===== config.mk =====
export PLATFORM = sky130hd
export DESIGN_NAME = lsm_seq
export DESIGN_NICKNAME = d
export VERILOG_FILES = /design/src/rtl/lsm_pkg.sv /design/src/rtl/lsm_lowbit.sv /design/src/rtl/lsm_popcnt.sv /design/src/rtl/lsm_addr_calc.sv /design/src/rtl/lsm_seq.sv
export SDC_FILE = /design/constraint.sdc
export NUM_CORES = 1
export LEC_CHECK = 0
export ABC_AREA = 1
export BUFFER_PORTS_ARGS = -buffer_cell sky130_fd_sc_hd__buf_4
export CORE_MARGIN = 2
export CORE_UTILIZATION = 40
export CTS_BUF_LIST = sky130_fd_sc_hd__clkbuf_8
export DETAILED_ROUTE_END_ITERATION = 10
export GPL_TIMING_DRIVEN = 0
export PLACE_DENSITY_LB_ADDON = 0.15
export SYNTH_ARGS = -nofsm -noshare
export SYNTH_HDL_FRONTEND = slang
export SYNTH_SLANG_ARGS = --single-unit

===== constraint.sdc =====
create_clock -name clk -period 8.1 [get_ports clk]
set_input_delay 1.62 -clock clk [delete_from_list [all_inputs] [get_ports clk]]
set_output_delay 1.62 -clock clk [all_outputs]
set_load 0.005 [all_outputs]

===== src/rtl/lsm_pkg.sv =====
package lsm_pkg;
  typedef enum logic [0:0] {
    SEQ_IDLE = 1'b0,
    SEQ_BUSY = 1'b1
  } seq_state_t;

  localparam logic MODE_ASCEND  = 1'b0;
  localparam logic MODE_DESCEND = 1'b1;
endpackage


===== src/rtl/lsm_lowbit.sv =====
module lsm_lowbit #(
  parameter int W    = 16,
  parameter int IW   = (W > 1) ? $clog2(W) : 1
) (
  input  logic [W-1:0]  vec,
  output logic [IW-1:0] idx,
  output logic          any
);
  always_comb begin
    idx = '0;
    for (int i = W - 1; i >= 0; i--) begin
      if (vec[i]) idx = IW'(i);
    end
    any = |vec;
  end
endmodule


===== src/rtl/lsm_popcnt.sv =====
module lsm_popcnt #(
  parameter int W  = 16,
  parameter int CW = $clog2(W + 1)
) (
  input  logic [W-1:0]  vec,
  output logic [CW-1:0] cnt
);
  logic [CW-1:0] part [W+1];
  assign part[0] = '0;
  for (genvar g = 0; g < W; g++) begin : g_acc
    assign part[g+1] = part[g] + CW'(vec[g]);
  end
  assign cnt = part[W];
endmodule


===== src/rtl/lsm_addr_calc.sv =====
module lsm_addr_calc #(
  parameter int ADDR_W = 32,
  parameter int CW     = 5
) (
  input  logic [ADDR_W-1:0] base,
  input  logic [CW-1:0]     cnt,
  input  logic              mode,
  output logic [ADDR_W-1:0] first_addr,
  output logic [ADDR_W-1:0] final_base
);
  import lsm_pkg::*;
  logic [ADDR_W-1:0] span;
  assign span = ADDR_W'(cnt) << 2;

  always_comb begin
    if (mode == MODE_DESCEND) begin
      first_addr = base - span;
      final_base = base - span;
    end else begin
      first_addr = base;
      final_base = base + span;
    end
  end
endmodule


===== src/rtl/lsm_seq.sv =====
module lsm_seq #(
  parameter int ADDR_W = 32,
  parameter int NREG   = 16,
  parameter int IDX_W  = (NREG > 1) ? $clog2(NREG) : 1
) (
  input  logic              clk,
  input  logic              rst,
  input  logic              req_valid,
  input  logic [ADDR_W-1:0] req_base,
  input  logic [NREG-1:0]   req_mask,
  input  logic              req_load,
  input  logic              req_mode,
  input  logic              req_wb,
  output logic              req_ready,
  output logic              acc_valid,
  output logic              acc_read,
  output logic              acc_write,
  output logic [IDX_W-1:0]  acc_idx,
  output logic [ADDR_W-1:0] acc_addr,
  input  logic              mem_ready,
  output logic              done,
  output logic              err,
  output logic              wb_en,
  output logic [ADDR_W-1:0] wb_value
);
  import lsm_pkg::*;
  localparam int CW = $clog2(NREG + 1);
  localparam logic [ADDR_W-1:0] WORD_STEP = ADDR_W'(4);

  seq_state_t        state_q;
  logic [NREG-1:0]   rem_q;
  logic              load_q, wbreq_q;
  logic [ADDR_W-1:0] addr_q, wbval_q;
  logic [IDX_W-1:0]  idx_q;
  logic              done_q, err_q, wben_q;

  logic [CW-1:0]     req_cnt;
  logic [ADDR_W-1:0] first_addr, final_base;
  logic [IDX_W-1:0]  req_low, nxt_low;
  logic              req_any, nxt_any;
  logic [NREG-1:0]   nxt_rem;
  logic              accept, step;

  lsm_popcnt #(.W(NREG), .CW(CW)) u_cnt (.vec(req_mask), .cnt(req_cnt));

  lsm_addr_calc #(.ADDR_W(ADDR_W), .CW(CW)) u_addr (
    .base(req_base), .cnt(req_cnt), .mode(req_mode),
    .first_addr(first_addr), .final_base(final_base)
  );

  lsm_lowbit #(.W(NREG), .IW(IDX_W)) u_req_low (
    .vec(req_mask), .idx(req_low), .any(req_any)
  );

  assign nxt_rem = rem_q & ~(NREG'(1) << idx_q);

  lsm_lowbit #(.W(NREG), .IW(IDX_W)) u_nxt_low (
    .vec(nxt_rem), .idx(nxt_low), .any(nxt_any)
  );

  assign accept = (state_q == SEQ_IDLE) && req_valid;
  assign step   = (state_q == SEQ_BUSY) && mem_ready;

  always_ff @(posedge clk) begin
    if (rst) begin
      state_q <= SEQ_IDLE;
      rem_q   <= '0;
      load_q  <= 1'b0;
      wbreq_q <= 1'b0;
      addr_q  <= '0;
      wbval_q <= '0;
      idx_q   <= '0;
      done_q  <= 1'b0;
      err_q   <= 1'b0;
      wben_q  <= 1'b0;
    end else begin
      done_q <= 1'b0;
      err_q  <= 1'b0;
      wben_q <= 1'b0;
      if (accept) begin
        if (!req_any) begin
          err_q <= 1'b1;
        end else begin
          state_q <= SEQ_BUSY;
          rem_q   <= req_mask;
          idx_q   <= req_low;
          addr_q  <= first_addr;
          wbval_q <= final_base;
          load_q  <= req_load;
          wbreq_q <= req_wb;
        end
      end else if (step) begin
        rem_q  <= nxt_rem;
        addr_q <= addr_q + WORD_STEP;
        idx_q  <= nxt_low;
        if (!nxt_any) begin
          state_q <= SEQ_IDLE;
          done_q  <= 1'b1;
          wben_q  <= wbreq_q;
        end
      end
    end
  end

  assign req_ready = (state_q == SEQ_IDLE);
  assign acc_valid = (state_q == SEQ_BUSY);
  assign acc_read  = acc_valid && load_q;
  assign acc_write = acc_valid && !load_q;
  assign acc_idx   = idx_q;
  assign acc_addr  = addr_q;
  assign done      = done_q;
  assign err       = err_q;
  assign wb_en     = wben_q;
  assign wb_value  = wbval_q;

  // presented index is always a still-pending register
  a_r2_idx_pending: assert property (@(posedge clk) disable iff (rst)
    acc_valid |-> rem_q[acc_idx]);
  // one strobe per access
  a_r5_one_strobe: assert property (@(posedge clk) disable iff (rst)
    acc_valid |-> $countones({acc_read, acc_write}) == 1);
  // stalled access holds
  a_r6_hold: assert property (@(posedge clk) disable iff (rst)
    acc_valid && !mem_ready |=> acc_valid && $stable(acc_addr) && $stable(acc_idx));
  // done is a single-cycle pulse with no access alongside
  a_r7_done_pulse: assert property (@(posedge clk) disable iff (rst)
    done |-> !acc_valid ##1 !done);
  // writeback only with completion
  a_r8_wb_with_done: assert property (@(posedge clk) disable iff (rst)
    wb_en |-> done);
  // error never coincides with an access
  a_r9_err_idle: assert property (@(posedge clk) disable iff (rst)
    err |-> req_ready && !acc_valid);
  // remaining mask only shrinks while busy
  a_r10_busy_mask: assert property (@(posedge clk) disable iff (rst)
    acc_valid && $past(acc_valid) |-> (rem_q & ~$past(rem_q)) == '0);
endmodule


* After elaboration in Yosys (flattened, before gate mapping)
Cells that the tools add are included.
** Word-level totals
- Register bits after elaboration :: 90
- Latch bits :: 0
- Bits in writable memories :: 0
- ROM bits :: 0
- Input bits :: 55
- Output and inout port bits :: 75
- Logic and storage cells :: 99
- Memories kept :: 0
** Operators by class
- Add/sub/neg operators :: 18
- Multiply operators :: 0
- Div/mod/pow operators :: 0
- Magnitude comparators :: 0
- Equal/unequal tests :: 2
- Shift-type cells :: 1
- Mux-type cells :: 49
- Bitwise gates (word level) :: 5
- Reduce and logical (&&, ||, !) cells :: 14
** Operator list (number)
- $mux 32 :: 5
- $mux 4 :: 35
- $add 5x1->5 :: 14
- $mux 16 :: 3
- $add 32x3->32 const B :: 1
- $add 32x7->32 :: 1
- $reduce_or 16->1 :: 2
- $sub 32x7->32 :: 1
- $reduce_or 19->1 :: 1
- $and 16x16->16 :: 1
- $not 16->16 :: 1
- $shl 1x4->16 const A :: 1
- $mux 1 :: 6
- $logic_and 1x1->1 :: 4
- $reduce_and 2->1 :: 2
- $not 1->1 :: 3
- $reduce_and 3->1 :: 1
- $reduce_or 3->1 :: 1
- $add 1x1->2 :: 1
- $ne 2x1->1 const B :: 1
- $ne 2x2->1 const B :: 1
- $reduce_bool 2->1 :: 1
- $reduce_or 2->1 :: 1
- $logic_not 1->1 :: 1

* Logic depth before layout (Yosys ltp)
- Word-level depth :: 21
- Gate-level depth with buffers :: 32
- Mapped depth without buffers :: 31

* Cells and area by module
A second synthesis with hierarchy kept.
** Unflattened totals
- Cells, all modules :: 1516
- Area, all modules :: 8415.6 µm²
** Modules (own cells, without submodules)
- lsm_seq :: instances 1, cells each 719, area each 4650.7 µm², sequential area each 1801.7 µm²
- lsm_addr_calc :: instances 1, cells each 643, area each 2917.8 µm², sequential area each 0.0 µm²
- lsm_popcnt :: instances 1, cells each 56, area each 429.2 µm², sequential area each 0.0 µm²
- lsm_lowbit :: instances 2, cells each 49, area each 209.0 µm², sequential area each 0.0 µm²

* Least setup slack after synthesis
No wires, ideal clock.
- Kind :: input port to flip-flop
- Start :: input req_mask[2]
- End :: register addr_q[21] (netlist: acc_addr[21])
- Library setup time :: 132 ps
- Arrival time :: 6204 ps
- Required time :: 7968 ps
- Path slack :: 1764 ps
- Cell stages on the path :: 24
- Buffers on the path :: 0
- Cells stage by stage :: inv_1 fa_1 fa_1 fa_1 fa_1 fa_1 fa_1 xnor2_1 ha_1 inv_2 nand2_2 nand2_2 a21oi_4 nand2_2 nor2_4 nand2_4 nor2_4 nand2_2 nor2_4 a21oi_1 o21ai_0 nand2_1 o211ai_1 a21oi_1
** On the way
- Cells in the longest elaborated chain, start to end :: 18
- Elaborated cells between the ends (all ways) :: 21
- Those cells by class :: add/sub (15); eq/ne (1); mux (3); reduce/logical (2)
** Ends and longest elaborated chain
- start, declared :: line lsm_seq.sv:10 : input logic [NREG-1:0] req_mask,
- $add 5x1->5 (14 in series) :: line lsm_popcnt.sv:11 : assign part[g+1] = part[g] + CW'(vec[g]);
- $sub 32x7->32 :: line lsm_addr_calc.sv:17 : first_addr = base - span;
- $mux 32 :: line lsm_addr_calc.sv:16 : if (mode == MODE_DESCEND) begin
- $mux 32 :: line lsm_seq.sv:81 : if (!req_any) begin
- $mux 32 :: line lsm_seq.sv:80 : if (accept) begin
- end signal, assigned :: line lsm_seq.sv:87 : addr_q <= first_addr;
- end signal, assigned :: line lsm_seq.sv:94 : addr_q <= addr_q + WORD_STEP;
- end, declared :: line lsm_seq.sv:33 : logic [ADDR_W-1:0] addr_q, wbval_q;
Parallel ways exist; a longest one is shown, timed or not. The select of a mux whose other input is x is not followed.
A chain may end at the register's enable or synchronous reset.

* Final worst setup path
- Start :: input req_mask[3]
- End :: register wbval_q[31] (netlist: wb_value[31])
** On the way
- Cells in the longest elaborated chain, start to end :: 15
- Elaborated cells between the ends (all ways) :: 18
- Those cells by class :: add/sub (15); mux (1); reduce/logical (2)
** Ends and longest elaborated chain
- $add 5x1->5 (13 in series) :: line lsm_popcnt.sv:11
- $add 32x7->32 or $sub 32x7->32 (tied branches) :: line lsm_addr_calc.sv:21, lsm_addr_calc.sv:18
- $mux 32 :: line lsm_addr_calc.sv:16
- end signal, assigned :: line lsm_seq.sv:88 : wbval_q <= final_base;
- end, declared :: line lsm_seq.sv:33
Parallel ways exist; a longest one is shown, timed or not.

==> flow_results.org <==
** Clocking
- Clock insertion delay at the later pin of the skew report :: 0.40 ns
- Number of clock sinks :: 90
- Number of buffers created by CTS :: 9
- CTS Root Buffer Type :: sky130_fd_sc_hd__clkbuf_8
- Max clock buf depth :: 2
- Hold repair after CTS inserted 0 buffers.
- H-tree lvl count :: 3
- Clock tree from TritonCTS :: yes
- Resize count post-CTS :: 0
- After clock tree synthesis, the clock-pin slew on the worst setup and hold paths is approximately 0.10 ns.
- In this run the post-CTS setup repair buffer count came out at 0.

** Logic synthesis
- FF+latch count, synth :: 90
- Sequential area share after synthesis :: 25.5%
- In the synthesized netlist, the number of instances is between 1000 and 1500.
- Yosys mapped the design onto 44 distinct sky130hd cell types.
- Per-instance average area after synthesis :: approximately 6.4 µm²
- Cell area after technology mapping :: between 7000 and 8000 µm²
- Cell type with the largest total area after synthesis :: sky130_fd_sc_hd__dfxtp_1
- Synth top area share :: roughly a quarter
- During synthesis, Yosys emitted a total of 0 warnings.
- Net Count, Synth :: ~1200
- Cells taking the most area after synthesis :: sky130_fd_sc_hd__dfxtp_1, sky130_fd_sc_hd__o21ai_0, sky130_fd_sc_hd__nand2_1

** Routing
- Via count :: 8119
- TritonRoute pass-1 iters :: 5
- Using the TritonRoute via totals, the vias-per-cell ratio works out to about 5.5.
- Dividing the detail-routed wire length by the instance count gives 17.6 µm.
- Post-detailed-routing wire length :: about 26000 µm
- After detailed routing, the number of remaining DRC violations is 0.
- Count of nets left with antenna violations after detail routing :: 0
- After the first detailed-routing iteration, the DRC count stood at 705.

** STA
- Fraction of the cycle the final worst path needs :: a little over four fifths
- Final setup viols :: 0
- Timing would allow up to about 150 MHz.
- The max-slew violation count is 0.
- Final TNS setup :: 0 ns
- Setup repair after global routing missed its margin :: false
- The worst pin sits at a relative slew slack of between 40% and 50%.
- The number of endpoints with negative hold slack in the final report is 0.
- On the final layout, the worst clock skew is 0.0160 ns.
- Min cycle time layout :: ~6.8 ns
- Hold is met by 0.456 ns.
- Actual transition at the worst max-transition pin :: ~0.78 ns

** Die
- Total Die Area :: approximately 19000 µm²
- Row generation in the floorplan step produced 48 rows.
- Die W :: between 100 and 150 µm
- Starting Density :: between 40% and 50%
- In this run the count of I/O pins placed on the die edge is 130.
- Vertical extent of the die :: approximately 140 µm
- In this run the standard cell core region covers around 17000 µm².

** Place
- Detailed placement HPWL :: roughly 20000 µm
- Routability Congestion :: roughly 0.93
- Port buffering added between 100 and 150 buffers.

** Worst setup path
- For the worst setup path, the data arrival time is about 7.1 ns.
- Maximum fanout encountered on the critical timing path :: 6
- The critical path in this run is classified as input port to flop.
- STA puts the critical path data required time at 8.44 ns.
- Type of destination of the critical path :: flop
- Kind of start point of the critical path :: input port

** Hold path
- The min-delay analysis places its worst path in the category flop to flop.

** Cells and area
- The library cell used most frequently in the layout, excluding fill and tap cells, is sky130_fd_sc_hd__nand2_1.
- Share of final-layout standard cells stronger than drive strength 1 :: 15.3%
- Most frequent cells in the layout :: sky130_fd_sc_hd__nand2_1, sky130_fd_sc_hd__inv_1, sky130_fd_sc_hd__o21ai_0
- 0 antenna diodes ended up in the layout.
- Relative to the synthesized area, the layout overhead comes to 19.4%.
- Post-layout net count :: roughly 1300
- The filler cells instantiated in the layout total 1900.

** Global route
- In the global route stage, overall resource usage came out at 28.3%.
- For this run, global-route usage on met2 was measured as 42.8%.
- For this run the aggregate overflow at the end of global routing stands at 0.
- For met1 alone, demand over resource in global routing was just under 40%.
- Entering global routing, the biggest net connects 16 pins.
- The via count of the first global-routing pass came to between 7000 and 8000.
- For met3 alone, demand over resource in global routing was about 6%.
- The first global-routing pass estimated slightly above 40000 µm of wire.
- met2 is the most crowded layer.
- The number of antenna violations at the first check in global routing came to 0.

** Power and ir drop
- Total power divided by cell area :: between 150 and 200 nW/µm²
- For this design the static power due to leakage is roughly 3.8 nW.
- Max IR drop VDD :: between 0.00015 and 0.0002 V

** Flow run
- Max-cap violations in this run came to 0.

** Status
- The run finished with clean final reports.
## logic make-up after synthesis
| family | count (synthesis) | share of synthesized area, % |
|---|---|---|
| and+or+nand+nor | 454 | 29.5 |
| AOI/OAI and AO/OA | 291 | 23.1 |
| buffers and inverters | 207 | 11.3 |
| DFF | 90 | 25.5 |
| xor gates and xnor gates | 32 | 3.97 |
| adders and majority gates | 30 | 6.59 |
## cell usage after synthesis, drive strengths merged
library cell and count:
nand4 20, a41oi 1, ha 18, and2 1, a221oi 7, o21ai 135
xnor2 7, or2 4, nand3b 4, and3 1, o211ai 16, nor4 8
a21oi 94, buf 14, o31ai 1, nor3 38, nand3 68, nand2 182
inv 150, o21a 1, a211oi 14, a31oi 20, xor2 25, clkinv 2
fa 12, o2111ai 2, nor2 128, clkbuf 41, dfxtp 90
## layer usage
| layer | part of all wire (%) | vias up |
|---|---|---|
| li1 | - | 3954 |
| met1 | 44 | 3710 |
| met2 | 42 | 397 |
| met3 | 10 | 58 |
| met4 | 3.2 | 0 |
| met5 | 0 | - |
## stage by stage
| step | total power, mW | utilization [%] | instances | setup WS (ns) | area [µm²] |
|---|---|---|---|---|---|
| 3_3_place_gp | 1.34 | 47.7 | 1450 | 0.973 | 8250 |
| 5_1_grt | 1.78 | 48.7 | 1466 | 0.974 | 8430 |
| 6_report | 1.66 | 48.7 | 1466 | 1.35 | 8430 |
| 2_1_floorplan | 1.07 | - | 1104 | 1.76 | 7060 |
| 3_5_place_dp | 1.35 | 47.7 | 1450 | 0.952 | 8250 |
| 4_1_cts | 1.66 | 48.7 | 1466 | 1.35 | 8430 |
## area by class of cell
cell class	count	area [µm²]	share of cell area, %
Buffer	55	229	2.72
Clock buffer	10	138	1.63
Clock inverter	6	40.0	0.475
Inverter	152	571	6.77
Multi-Input combinational cell	807	4460	52.9
Sequential cell	90	1800	21.4
Tap cell	225	282	3.34
Timing Repair Buffer	121	908	10.8
## power breakdown
part,internal (mW),switching (mW),total [mW]
logic,0.300,0.511,0.811
clock network,0.122,0.189,0.311
registers,0.490,0.0457,0.536
total,0.912,0.746,1.66
## critical path, stage by stage
cell	delay (ns)
sky130_fd_sc_hd__buf_4	0.13
sky130_fd_sc_hd__inv_1	0.14
sky130_fd_sc_hd__fa_1	0.47
sky130_fd_sc_hd__fa_1	0.52
sky130_fd_sc_hd__fa_1	0.54
sky130_fd_sc_hd__fa_1	0.43
sky130_fd_sc_hd__fa_1	0.42
sky130_fd_sc_hd__fa_1	0.42
sky130_fd_sc_hd__nor2_1	0.11
sky130_fd_sc_hd__o21ai_0	0.18
sky130_fd_sc_hd__inv_1	0.11
sky130_fd_sc_hd__ha_1	0.19
sky130_fd_sc_hd__inv_1	0.11
sky130_fd_sc_hd__nand2_1	0.07
sky130_fd_sc_hd__nand2_1	0.11
sky130_fd_sc_hd__a21oi_4	0.15
sky130_fd_sc_hd__nand2_2	0.09
sky130_fd_sc_hd__nor2_4	0.18
sky130_fd_sc_hd__nand2_4	0.11
sky130_fd_sc_hd__nor2_2	0.18
sky130_fd_sc_hd__nand4_1	0.13
sky130_fd_sc_hd__xor2_1	0.16
sky130_fd_sc_hd__inv_1	0.13
sky130_fd_sc_hd__o211ai_1	0.28
sky130_fd_sc_hd__nand2_1	0.08
sky130_fd_sc_hd__inv_1	0.06
## state kept, by name, indices dropped and copies added (netlist names)
name / cells
acc_valid: 1
acc_idx: 4
wbreq_q: 1
wb_en: 1
acc_addr: 32
rem_q: 16
load_q: 1
done: 1
wb_value: 32
err: 1
## path summary, 6_finish.rpt
kind	start	to	slack, ns	depth (start not counted)
setup reg to reg	acc_valid	acc_addr[7]	5.56	7
hold reg to reg	wbreq_q	wb_en	0.46	2
hold / removal	wbreq_q	wb_en	0.46	2
setup / recovery	req_mask[3]	wb_value[31]	1.35	26
(Power assumes the default switching activity.)
